<file path="config.mk">
export PLATFORM = sky130hd
export DESIGN_NAME = sdram_cmd_seq
export DESIGN_NICKNAME = d
export VERILOG_FILES = /design/src/rtl/sdseq_pkg.sv /design/src/rtl/sdseq_ctrl.sv /design/src/rtl/sdseq_dp.sv /design/src/rtl/sdram_cmd_seq.sv
export SDC_FILE = /design/constraint.sdc
export NUM_CORES = 1
export LEC_CHECK = 0
export BUFFER_PORTS_ARGS = -buffer_cell sky130_fd_sc_hd__buf_2
export CAP_MARGIN = 20
export CORE_UTILIZATION = 41
export DETAILED_ROUTE_END_ITERATION = 12
export PLACE_DENSITY = 0.73
export SLEW_MARGIN = 15
export SYNTH_ARGS = -nofsm -noshare
export SYNTH_HDL_FRONTEND = slang
export SYNTH_HIERARCHICAL = 1
export SYNTH_SLANG_ARGS = --single-unit
</file>
<file path="constraint.sdc">
create_clock -name clk -period 2.9 [get_ports clk]
set_input_delay 0.145 -clock clk [delete_from_list [all_inputs] [get_ports clk]]
set_output_delay 0.145 -clock clk [all_outputs]
set_load 0.02 [all_outputs]
</file>
<file path="src/rtl/sdseq_pkg.sv">
package sdseq_pkg;
  localparam int MAX_CL     = 3;
  localparam int RD_PIPE_D  = MAX_CL + 1;
  localparam int AP_BIT     = 10;
  localparam int LINE_BEATS = 4;
  localparam int BEAT_W     = $clog2(LINE_BEATS);
  localparam logic [1:0] SZ_LINE = 2'd3;

  // {cs, ras, cas, we}
  typedef enum logic [3:0] {
    CMD_NOP = 4'b0111,
    CMD_ACT = 4'b0011,
    CMD_RD  = 4'b0101,
    CMD_WR  = 4'b0100,
    CMD_PRE = 4'b0010,
    CMD_MRS = 4'b0000
  } sdCmd_e;

  typedef enum logic [1:0] {ASEL_ROW, ASEL_COL, ASEL_MODE, ASEL_PRE} addrSel_e;

  typedef struct packed {
    sdCmd_e              cmd;
    addrSel_e            addrSel;
    logic                latch;
    logic                wrBeat;
    logic                rdBeat;
    logic                modeAck;
    logic                line;
    logic [BEAT_W-1:0]   beat;
  } seqStrobe_t;
endpackage

</file>
<file path="src/rtl/sdseq_ctrl.sv">
module sdseq_ctrl
  import sdseq_pkg::*;
#(
  parameter int TRCD = 2,
  parameter int TRP  = 2
) (
  input  logic        clk,
  input  logic        rstN,
  input  logic        busReq,
  input  logic        busWrite,
  input  logic [1:0]  busSize,
  input  logic        hit,
  input  logic        rdIdle,
  input  logic        armSet,
  output seqStrobe_t  st,
  output logic        armed
);
  localparam int CNT_MAX = (TRCD > TRP) ? TRCD : TRP;
  localparam int CNT_W   = $clog2(CNT_MAX + 1);

  typedef enum logic [2:0] {S_IDLE, S_RCD, S_BURST, S_PRE, S_RP} state_e;

  state_e             state, stateNxt;
  logic [CNT_W-1:0]   cnt, cntNxt;
  logic [BEAT_W-1:0]  beatIdx, beatNxt;
  logic [BEAT_W-1:0]  lastBeat;
  logic               isWrite, isLine;
  logic               armClr, doBeat;

  always_comb begin
    st = '{cmd: CMD_NOP, addrSel: ASEL_COL, latch: 1'b0, wrBeat: 1'b0,
           rdBeat: 1'b0, modeAck: 1'b0, line: isLine, beat: beatIdx};
    stateNxt = state;
    cntNxt   = cnt;
    beatNxt  = beatIdx;
    armClr   = 1'b0;
    doBeat   = 1'b0;
    case (state)
      S_IDLE: if (busReq && hit) begin
        if (armed) begin
          st.cmd     = CMD_MRS;
          st.addrSel = ASEL_MODE;
          st.modeAck = 1'b1;
          armClr     = 1'b1;
          cntNxt     = CNT_W'(TRP - 1);
          stateNxt   = S_RP;
        end else begin
          st.cmd     = CMD_ACT;
          st.addrSel = ASEL_ROW;
          st.latch   = 1'b1;
          cntNxt     = CNT_W'(TRCD - 1);
          beatNxt    = '0;
          stateNxt   = S_RCD;
        end
      end
      S_RCD: begin
        if (cnt == '0) doBeat = 1'b1;
        else           cntNxt = cnt - 1'b1;
      end
      S_BURST: doBeat = 1'b1;
      S_PRE: begin
        st.cmd     = CMD_PRE;
        st.addrSel = ASEL_PRE;
        cntNxt     = CNT_W'(TRP - 1);
        stateNxt   = S_RP;
      end
      S_RP: begin
        if (cnt != '0)  cntNxt   = cnt - 1'b1;
        else if (rdIdle) stateNxt = S_IDLE;
      end
      default: stateNxt = S_IDLE;
    endcase
    if (doBeat) begin
      st.cmd     = isWrite ? CMD_WR : CMD_RD;
      st.addrSel = ASEL_COL;
      st.wrBeat  = isWrite;
      st.rdBeat  = !isWrite;
      beatNxt    = beatIdx + 1'b1;
      stateNxt   = (beatIdx == lastBeat) ? S_PRE : S_BURST;
    end
  end

  always_ff @(posedge clk) begin
    if (!rstN) begin
      state    <= S_IDLE;
      cnt      <= '0;
      beatIdx  <= '0;
      lastBeat <= '0;
      isWrite  <= 1'b0;
      isLine   <= 1'b0;
      armed    <= 1'b0;
    end else begin
      state   <= stateNxt;
      cnt     <= cntNxt;
      beatIdx <= beatNxt;
      if (st.latch) begin
        isWrite  <= busWrite;
        isLine   <= (busSize == SZ_LINE);
        lastBeat <= (busSize == SZ_LINE) ? BEAT_W'(LINE_BEATS - 1) : '0;
      end
      if (armSet)      armed <= 1'b1;
      else if (armClr) armed <= 1'b0;
    end
  end

  // Checker-side counters: clocks since the last ACTIVE / closing command.
  localparam int SINCE_W = $clog2(TRCD + TRP + 3) + 1;
  localparam logic [SINCE_W-1:0] SINCE_SAT = '1;
  logic [SINCE_W-1:0] sinceAct, sinceClose;
  always_ff @(posedge clk) begin
    if (!rstN) begin
      sinceAct   <= SINCE_SAT;
      sinceClose <= SINCE_SAT;
    end else begin
      if (st.cmd == CMD_ACT)          sinceAct <= SINCE_W'(1);
      else if (sinceAct != SINCE_SAT) sinceAct <= sinceAct + 1'b1;
      if (st.cmd == CMD_PRE || st.cmd == CMD_MRS) sinceClose <= SINCE_W'(1);
      else if (sinceClose != SINCE_SAT)           sinceClose <= sinceClose + 1'b1;
    end
  end

  p_miss_stays_idle_r1: assert property (@(posedge clk) disable iff (!rstN)
    (state == S_IDLE && busReq && !hit) |=> (state == S_IDLE));
  p_rcd_spacing_r3: assert property (@(posedge clk) disable iff (!rstN)
    (state == S_RCD && (st.rdBeat || st.wrBeat)) |-> (sinceAct == SINCE_W'(TRCD)));
  p_close_gap_r7: assert property (@(posedge clk) disable iff (!rstN)
    (st.cmd == CMD_ACT) |-> (sinceClose >= SINCE_W'(TRP + 1)));
  p_arm_clears_r8: assert property (@(posedge clk) disable iff (!rstN)
    (st.cmd == CMD_MRS && !armSet) |=> !armed);
endmodule

</file>
<file path="src/rtl/sdseq_dp.sv">
module sdseq_dp
  import sdseq_pkg::*;
#(
  parameter int ADDR_W = 24,
  parameter int DATA_W = 32,
  parameter int ROW_W  = 12,
  parameter int COL_W  = 8
) (
  input  logic               clk,
  input  logic               rstN,
  input  seqStrobe_t         st,
  input  logic [ADDR_W-1:0]  busAddr,
  input  logic [DATA_W-1:0]  busWdata,
  input  logic [ADDR_W-1:0]  cfgBase,
  input  logic [ADDR_W-1:0]  cfgMask,
  input  logic [1:0]         cfgCasLat,
  input  logic [DATA_W-1:0]  sdDqIn,
  output logic               hit,
  output logic               rdIdle,
  output logic [3:0]         sdCmd,
  output logic [ROW_W-1:0]   sdAddr,
  output logic [DATA_W-1:0]  sdDqOut,
  output logic               sdDqOe,
  output logic               busAck,
  output logic [DATA_W-1:0]  busRdata
);
  localparam int SA_W = ROW_W;

  logic [COL_W-1:0]      colBase, beatCol;
  logic [SA_W-1:0]       addrNxt, preAddr;
  logic [RD_PIPE_D-1:0]  rdPipe, keep;
  logic                  capNow;

  assign hit = (((busAddr ^ cfgBase) & ~cfgMask) == '0);

  assign beatCol = st.line ? {colBase[COL_W-1:BEAT_W], st.beat} : colBase;

  always_comb begin
    preAddr         = '0;
    preAddr[AP_BIT] = 1'b1;
    case (st.addrSel)
      ASEL_ROW:  addrNxt = busAddr[COL_W+2 +: ROW_W];
      ASEL_MODE: addrNxt = busAddr[2 +: SA_W];
      ASEL_PRE:  addrNxt = preAddr;
      default:   addrNxt = SA_W'(beatCol);
    endcase
  end

  // Read pipe: bit i set means a READ was issued i+1 edges ago.
  for (genvar i = 0; i < RD_PIPE_D; i++) begin : g_keep
    assign keep[i] = (i <= int'(cfgCasLat));
  end
  assign capNow = rdPipe[cfgCasLat];
  assign rdIdle = (rdPipe == '0);

  always_ff @(posedge clk) begin
    if (!rstN) begin
      sdCmd    <= CMD_NOP;
      sdAddr   <= '0;
      sdDqOut  <= '0;
      sdDqOe   <= 1'b0;
      busAck   <= 1'b0;
      busRdata <= '0;
      colBase  <= '0;
      rdPipe   <= '0;
    end else begin
      sdCmd  <= st.cmd;
      sdAddr <= addrNxt;
      sdDqOe <= st.wrBeat;
      if (st.wrBeat) sdDqOut <= busWdata;
      if (st.latch)  colBase <= busAddr[2 +: COL_W];
      rdPipe <= {rdPipe[RD_PIPE_D-2:0], st.rdBeat} & keep;
      busAck <= st.wrBeat | st.modeAck | capNow;
      if (capNow) busRdata <= sdDqIn;
    end
  end

  p_oe_only_write_r5: assert property (@(posedge clk) disable iff (!rstN)
    sdDqOe |-> (sdCmd == CMD_WR));
  p_col_ap_low_r4: assert property (@(posedge clk) disable iff (!rstN)
    (sdCmd == CMD_RD || sdCmd == CMD_WR) |-> !sdAddr[AP_BIT]);
  p_mode_addr_r8: assert property (@(posedge clk) disable iff (!rstN)
    (sdCmd == CMD_MRS) |-> (sdAddr == $past(busAddr[2 +: SA_W])));
endmodule

</file>
<file path="src/rtl/sdram_cmd_seq.sv">
module sdram_cmd_seq
  import sdseq_pkg::*;
#(
  parameter int ADDR_W = 24,
  parameter int DATA_W = 32,
  parameter int ROW_W  = 12,
  parameter int COL_W  = 8,
  parameter int TRCD   = 2,
  parameter int TRP    = 2
) (
  input  logic              clk,
  input  logic              rstN,
  input  logic [ADDR_W-1:0] cfgBase,
  input  logic [ADDR_W-1:0] cfgMask,
  input  logic [1:0]        cfgCasLat,
  input  logic              armSet,
  output logic              armed,
  input  logic              busReq,
  input  logic              busWrite,
  input  logic [1:0]        busSize,
  input  logic [ADDR_W-1:0] busAddr,
  input  logic [DATA_W-1:0] busWdata,
  output logic              busAck,
  output logic [DATA_W-1:0] busRdata,
  output logic              sdCsN,
  output logic              sdRasN,
  output logic              sdCasN,
  output logic              sdWeN,
  output logic [ROW_W-1:0]  sdAddr,
  output logic [DATA_W-1:0] sdDqOut,
  output logic              sdDqOe,
  input  logic [DATA_W-1:0] sdDqIn
);
  seqStrobe_t st;
  logic       hit, rdIdle;
  logic [3:0] sdCmd;

  sdseq_ctrl #(.TRCD(TRCD), .TRP(TRP)) u_ctrl (
    .clk(clk), .rstN(rstN), .busReq(busReq), .busWrite(busWrite),
    .busSize(busSize), .hit(hit), .rdIdle(rdIdle), .armSet(armSet),
    .st(st), .armed(armed)
  );

  sdseq_dp #(.ADDR_W(ADDR_W), .DATA_W(DATA_W), .ROW_W(ROW_W), .COL_W(COL_W)) u_dp (
    .clk(clk), .rstN(rstN), .st(st), .busAddr(busAddr), .busWdata(busWdata),
    .cfgBase(cfgBase), .cfgMask(cfgMask), .cfgCasLat(cfgCasLat), .sdDqIn(sdDqIn),
    .hit(hit), .rdIdle(rdIdle), .sdCmd(sdCmd), .sdAddr(sdAddr),
    .sdDqOut(sdDqOut), .sdDqOe(sdDqOe), .busAck(busAck), .busRdata(busRdata)
  );

  assign {sdCsN, sdRasN, sdCasN, sdWeN} = sdCmd;
endmodule

</file>
# Word level (Yosys, flattened, before mapping)
# Index checks and enable logic that the tools add are counted.
# totals
word_cells	94
regBits	106
in_bits	145
# op_classes
bitwise_logic	6
n_eq_ne	16
addsub	2
mux	35
n_lt_le_gt_ge	4
n_reduce_logical	16
# op_table
op	n
12-bit case mux with 3 select lines	1
24-bit bitwise AND	1
24-bit zero test	1
24-bit NOT	1
24-bit XOR	1
2-bit 2-to-1 mux	10
3-bit 2-to-1 mux	5
3-bit case mux with 4 select lines	1
6-bit case mux with 2 select lines	1
1-bit 2-to-1 mux	11
2-bit case mux with 4 select lines	1
4-bit AND reduction	2
2-bit nonzero test	4
7-bit 2-to-1 mux	1
2-bit == test, second input constant	3
3-bit by 2-bit == test with 1-bit output, second input constant	2
6-bit 2-to-1 mux	1
2-bit by 1-bit != test with 1-bit output, second input constant	3
3-bit by 2-bit != test with 1-bit output, second input constant	2
4-bit bitwise AND	1
2-bit less-or-equal comparator, first input constant	2
2-bit zero test	2
4-bit zero test	1
4-bit 2-to-1 mux	1
other kinds (18)	20

# Longest topological paths before layout
# Gate-level depths: netlist of the first run.
# logic_depth
word_depth	9
mapped_depth	12
depth_no_buf	11

# Hierarchy
# The synthesis of the first run kept the hierarchy.
# modules_own_cells
mod	area_per_inst_um2	n_inst	cells_per_inst	seq_area_each_um2
sdseq_dp	3877.5	1	357	1881.8
sdseq_ctrl	646.9	1	84	200.2

# Worst setup path before layout of the first run
# OpenSTA, ideal clock, no wires.
# synth_path
path_type	in2reg
start	input busAddr[5]
end	register u_dp.sdAddr[3]
required_time_ns	2.785
cell_stages	12
arrival_time_ns	2.171
path_slack_ns	0.614
path_cell_list	xnor2_1 -> o22ai_1 -> nor4_1 -> and3_1 -> nand3_1 -> or3_1 -> a21oi_1 -> buf_2 -> buf_2 -> mux2i_1 -> o21ai_0 -> and2_1
# synth_rtl
element	line	rtl
start: declaration	sdram_cmd_seq.sv:21	input logic [ADDR_W-1:0] busAddr,
end signal: assignment	sdseq_dp.sv:68	sdAddr <= addrNxt;
end: declaration	sdseq_dp.sv:21	output logic [ROW_W-1:0] sdAddr,

==> results_dict.tcl, run 1 <==
set metrics [dict create \
    status "complete, no violations" \
    yosysSeqAreaShare_pct 46.0 \
    finalCritPeriodShare_pct 83.3 \
    ioPinCount 228 \
    yosys_warnings 6 \
    ys_seq_elements 104 \
    die_h_um 107 \
    synth_cell_types 45 \
    synthArstFlopShare_pct 0 \
    worstPathRequired_ps 3160 \
    globalRoute.totalOverflow 0 \
    maxCapViolations 0 \
    firstDrtPassIters 5 \
    final_util_pct 56.6 \
    critPathMaxFanout 16 \
    final-hold-violation-count 0 \
    syn_inst 441 \
    synth_ff_type "dfxtp_1" \
    slowest_stage "nor4_1" \
    synth_edf_count 0 \
    syn_area_um2 4520 \
    wire_per_inst_um 14.5 \
    finalSetupViolCount 0 \
    skew_ps 12.2 \
    crit_type "in -> reg" \
    arrival_ps 2680 \
    power_mw 2.73 \
    critPathTopFamily "simple AND/OR/NAND/NOR gates" \
    drc 0 \
    start_util_pct 43.1 \
    grt_pass1_vias 3781 \
    diodes 0 \
    slew_headroom_pct 29.5 \
    vias 3867 \
    drive_above_1_share_pct 38.6 \
    grt_pass1_wl_um 17900 \
    finish.instance_area_um2 5950 \
    first_iter_violations 169 \
    critPathBufInv 2 \
    cts_tree "done" \
    layout.nets 802 \
    synth_area_per_cell_um2 10.3 \
    viasPerCell 4.85 \
    timing.setup.tns_ps 0 \
    stdcell_count 797 \
    h-tree-depth 3 \
    worstPathCellList "buf_2, xnor2_1, o22ai_1, nor4_1, and3_1, nand3_1, or3_1, a21oi_2, buf_4, nor2b_1, nand2_1, o21ai_0, and2_1" \
    place_inst 780 \
    antenna_found_initial 0 \
    power.density_nw_per_um2 459 \
    slew_viol_final 0 \
    placed_area_um2 5720 \
    cts_root_buffer "clkbuf_8" \
    gp_congestion 1.00 \
    hp-class "in -> reg" \
    worst_pin_slew_ps 1060 \
    io_buffers 227 \
    fp-row-count 37 \
    fin_crit_ps 2420 \
    leakage_nw 2.48 \
    routed_wirelength_um 11600 \
    grt_max_degree 51 \
    grt_setup_unrepaired "false" \
    detail-route-antenna-nets 0 \
    irDropWorstVdd_mv 0.296 \
    core-area_um2 10500 \
    hpwl_um 8920 \
    path_clk_slew_ps 100 \
    syn-num-nets 587 \
    fp.dieW_um 107 \
    clk_path_buf_depth 2 \
    clock_latency_ps 360 \
    cts_buffers 9 \
    grt_use_total_pct 19.9 \
    clock_sinks 104 \
    ff2ff_setup_slack_ps 870 \
    die_area_um2 11500 \
    critPathLaunchType "input port" \
    end_kind "flop" \
    max_freq_mhz 414 \
    post_cts_resized 0 \
    synthToLayoutAreaGrowth_pct 31.4 \
    slowest_delay_ps 420 \
]
-- cells in the mapped netlist, drive strengths merged (2+ instances only) --
master / instances / area share, %
dfxtp: 104 / 46
nand3: 5 / 0.66
inv: 5 / 0.41
nor2b: 75 / 10
o22ai: 15 / 2.1
nor3: 5 / 0.55
buf: 14 / 2.3
a211oi: 2 / 0.33
or3: 6 / 0.94
clkbuf: 14 / 1.2
xnor2: 25 / 4.8
nor4: 4 / 0.55
o21ai: 9 / 1.0
nor2: 11 / 0.91
nand2b: 7 / 0.97
nand2: 13 / 1.1
and3: 2 / 0.28
mux2i: 85 / 19
and2: 13 / 1.8
a21oi: 7 / 0.86
-- sequential cells by signal, summed over array words and instances, names as in the netlist, 2 cells and up --
register and flops:
u_dp/busRdata 32, u_dp/rdPipe 4, u_dp/colBase 8, u_ctrl/beatIdx 2
u_dp/sdCmd 4, u_ctrl/cnt 2, u_ctrl/state 3, u_dp/sdAddr 12
u_dp/sdDqOut 32
-- cells in the final DEF, fill, tap and decap left out, drive strengths merged, types with 2 or more instances in the layout --
| cell type | n |
|---|---|
| buf | 231 |
| dfxtp | 104 |
| mux2i | 85 |
| nor2b | 75 |
| xnor2 | 25 |
| o22ai | 15 |
| nand2 | 13 |
| and2 | 13 |
| clkbuf | 11 |
| nor2 | 11 |
| o21ai | 9 |
| nand2b | 7 |
| inv | 7 |
| a21oi | 7 |
| or3 | 6 |
| nor3 | 5 |
| nand3 | 5 |
| nor4 | 4 |
| clkinv | 2 |
| a211oi | 2 |
| and3 | 2 |
-- cell type report --
cell class | count | area (µm²)
Tap cell | 136 | 170
Inverter | 6 | 23.8
Clock buffer | 11 | 151
Multi-Input combinational cell | 303 | 2270
Fill cell | 932 | 4560
Timing Repair Buffer | 232 | 1190
Sequential cell | 104 | 2080
Clock inverter | 5 | 62.6
-- cells by family (layout without fill, tap and decap cells) --
logic type,after synthesis,in the layout,share of synthesized area (%)
compound gates,46,46,6.80
xor+xnor,25,25,4.84
fa+ha+maj,1,1,0.277
buf+inv,34,254,3.95
flops,104,104,46.0
mux,87,87,19.6
other cells,1,1,0.0829
simple gates,143,143,18.5
-- worst min-delay path, delay by kind of cell --
family | cells | cell delay (ps)
buffers and inverters | 1 | 90
AND/OR/NAND/NOR | 1 | 40
AO/OA/AOI/OAI | 1 | 50
-- final timing paths --
check / start / end / cells past startpoint
hold / removal: busWrite / u_ctrl/isWrite / 3
setup / recovery: busAddr[21] / u_dp/sdAddr[3] / 13
hold reg to reg: u_dp/rdPipe[0] / u_dp/rdPipe[1] / 1
setup reg to reg: u_ctrl/cnt[0] / u_dp/sdDqOut[17] / 8
-- stage by stage --
stage               setup slack, ps  hold slack [ps]
global route                    354             22.7
finish                          483             19.5
detailed placement              217              376
floorplan                       614              262
CTS                             589             4.37
global placement                170              358
-- routing by layer --
| metal | up-vias | part of all wire [%] | track usage (%) |
|---|---|---|---|
| li1 | 1930 | - | - |
| met1 | 1768 | 41 | 23.0 |
| met2 | 147 | 50 | 35.8 |
| met3 | 22 | 6.4 | 4.13 |
| met4 | 0 | 1.9 | 7.53 |
| met5 | - | 0 | 0 |
-- power breakdown --
group          internal [mW]  switching (mW)  total [mW]
combinational          0.168           0.150       0.318
clock                  0.454           0.486       0.941
sequential              1.45          0.0222        1.47
-- repair_timing --
action	4_1_cts	5_1_grt
endpoints found under the hold margin	1	0
hold buffers	1	0
buffers inserted	0	0
Power figures use the tool's default switching activity.
==> run 2: changes to the inputs <==
--- a/config.mk
+++ b/config.mk
@@ -5,11 +5,12 @@
 export SDC_FILE = /design/constraint.sdc
 export NUM_CORES = 1
 export LEC_CHECK = 0
+export ABC_AREA = 1
 export BUFFER_PORTS_ARGS = -buffer_cell sky130_fd_sc_hd__buf_2
 export CAP_MARGIN = 20
 export CORE_UTILIZATION = 41
 export DETAILED_ROUTE_END_ITERATION = 12
-export PLACE_DENSITY = 0.73
+export PLACE_DENSITY = 0.75
 export SLEW_MARGIN = 15
 export SYNTH_ARGS = -nofsm -noshare
 export SYNTH_HDL_FRONTEND = slang
==> constraint.sdc (replaced) <==
create_clock -name clk -period 1.9 [get_ports clk]
set_input_delay 0.095 -clock clk [delete_from_list [all_inputs] [get_ports clk]]
set_output_delay 0.095 -clock clk [all_outputs]
set_load 0.02 [all_outputs]
==> run 2 against run 1 <==
Clock skew decreased by 5.1 ps. Synthesized cell count increased by 51%. Final cell count up 35%. Critical path type is now reg -> reg. Highest routed layer unchanged. Clock-buffer cell count did not move.
==> results_dict.tcl, run 2 <==
set metrics [dict create \
    grt_pass1_vias 4560 \
    muxShareOfSynthArea_pct 0 \
    clk_path_buf_depth 2 \
    vias 5010 \
    antenna_found_initial 0 \
    synth_area_per_cell_um2 6.95 \
    seq_area_um2 2080 \
    slowest_delay_ps 410 \
    critPathBufInv 3 \
    final-hold-violation-count 0 \
    h-tree-depth 3 \
    core-area_um2 10900 \
    finalSetupViolCount 0 \
    status "complete, no violations" \
    start_util_pct 42.4 \
    synth_ff_type "dfxtp_1" \
    critPathMaxFanout 9 \
    syn_inst 667 \
    clock_latency_ps 330 \
    syn_area_um2 4640 \
    slowest_stage "dfxtp_1" \
    arrival_ps 1980 \
    path_clk_slew_ps 70 \
    nFillCells 975 \
    synth_top_family_by_area "simple AND/OR/NAND/NOR gates" \
    skew_ps 7.17 \
    yosys.area_share.simple_pct 30.2 \
    first_iter_violations 416 \
    fp.dieW_um 108 \
    gp_congestion 0.816 \
    clock_sinks 104 \
    critPathTopFamily "simple AND/OR/NAND/NOR gates" \
    routed_wirelength_um 12900 \
    die_area_um2 11700 \
    yosys_warnings 6 \
    synthToLayoutAreaGrowth_pct 41.3 \
    detail-route-antenna-nets 0 \
    grt_max_degree 40 \
    power.density_nw_per_um2 831 \
    cts_root_buffer "clkbuf_16" \
    die_h_um 108 \
    ys_top_cells_by_area "dfxtp_1, nand2_1, nor2_1" \
    final_util_pct 59.9 \
    maxCapViolations 0 \
    grt_pass1_wl_um 20700 \
    drive_above_1_share_pct 32.1 \
    synth.largest_area_cell "dfxtp_1" \
    io_buffers 227 \
    slew_viol_final 0 \
    whs_ps 22.8 \
    yosysSeqAreaShare_pct 44.9 \
    end_kind "flop" \
    cts_tree "done" \
    syn-num-nets 813 \
    finish.instance_area_um2 6550 \
    viasPerCell 4.67 \
    diodes 0 \
    synth_top_area_share_pct 44.9 \
    critPathLaunchType "flop" \
    worstPathCellList "inv_2, nand2_2, inv_2, nand3_1, nand2_1, nor2_2, inv_1, nor2_1, o21ai_0, a31oi_1" \
    reg_top3 "u_dp/busRdata (32), u_dp/sdDqOut (32), u_dp/sdAddr (12)" \
    fp-row-count 38 \
    ys_seq_elements 104 \
    synth_edf_count 0 \
    drc 0 \
    synth-xor-area-share_pct 0.567 \
    place_ws_ps -40.0 \
    setup_slack_ps 182 \
    globalRoute.totalOverflow 0 \
    crit_type "reg -> reg" \
    hpwl_um 9010 \
    synth_compound_area_share_pct 13.4 \
    layout_common_cells "buf_2, nand2_1, dfxtp_1" \
    irDropWorstVdd_mv 0.655 \
    cts_buffers 9 \
    path_common_cell "inv_2" \
    multiInputGateArea_um2 2070 \
    synth.most_common_cell "nand2_1" \
    firstDrtPassIters 5 \
    power_mw 5.44 \
    synth_cell_types 37 \
    final_common_cell "buf_2" \
    netlist_top_cells_count "nand2_1, nor2_1, dfxtp_1" \
    grt_use_total_pct 22.3 \
    fin_crit_ps 1720 \
    hp-class "in -> reg" \
    worstPathRequired_ps 2160 \
    placed_area_um2 5960 \
    ioPinCount 228 \
    wire_per_inst_um 12.1 \
    synthArstFlopShare_pct 0 \
    finalCritPeriodShare_pct 90.4 \
    leakage_nw 3.54 \
    max_freq_mhz 582 \
    synth_fa_ha_area_share_pct 0.270 \
    layout.nets 1074 \
]
[run 2: cell count changes after synthesis, sizes merged, moves of 45 or more]
cell and delta:
nor2b -75, inv +84, o21ai +45, nand3 +49, nand2 +137, a21oi +48, mux2i -85, nor2 +96
[run 2: worst register-to-register path, delay by kind of cell, from the launching register on]
family                 cells  cell delay [ps]
AND/OR/NAND/NOR            5              700
flip-flops                 1              410
buffers and inverters      3              320
AO/OA/AOI/OAI              2              230
[run 2: path summary, 6_finish.rpt]
path | from | to | slack [ps] | depth (start not counted)
worst max-delay path | u_ctrl/state[2] | u_dp/sdAddr[1] | 180 | 10
worst min-delay path | busSize[1] | u_ctrl/lastBeat[0] | 20 | 3
worst max register to register | u_ctrl/state[2] | u_dp/sdAddr[1] | 180 | 10
worst min register to register | u_dp/busRdata[15] | u_dp/busRdata[15] | 460 | 2
[run 2: timing repair]
| action | CTS | global route |
|---|---|---|
| endpoints found under the setup margin | 0 | 6 |
| hold endpoints to repair | 30 | 0 |
| resized for setup | 0 | 2 |
| hold buffers | 30 | 0 |
| setup buffers | 0 | 1 |
[run 2: logic make-up after synthesis]
family          Yosys count
simple gates            322
compound gates          118
buf+inv                 118
flops                   104
xor+xnor                  3
fa+ha+maj                 1
other cells               1
[run 2: layout make-up]
type                            count  share of cell area, %
Clock inverter                      4                  0.477
Inverter                           90                   5.21
Clock buffer                       11                   3.71
Multi-Input combinational cell    445                   31.6
Tap cell                          140                   2.67
Timing Repair Buffer              278                   24.5
Sequential cell                   104                   31.8
[run 2: power by group]
group / internal (mW) / switching (mW)
sequential: 2.31 / 0.0867
combinational: 0.551 / 0.795
clock: 0.920 / 0.776
total: 3.78 / 1.66
[run 2: stage by stage]
stage / TNS [ps] / cells
after CTS: 0 / 1071
after global routing: -3.79 / 1072
after floorplan: 0 / 667
final: 0 / 1072
after global placement: 0 / 1026
after detailed placement: -63.1 / 1026
[run 2: per-layer routing]
layer	vias to the layer above	GRT usage, %	wire (µm)
li1	2612	-	-
met1	2187	28.0	5820
met2	194	36.9	5790
met3	17	6.03	1110
met4	0	7.63	212
met5	-	0	0
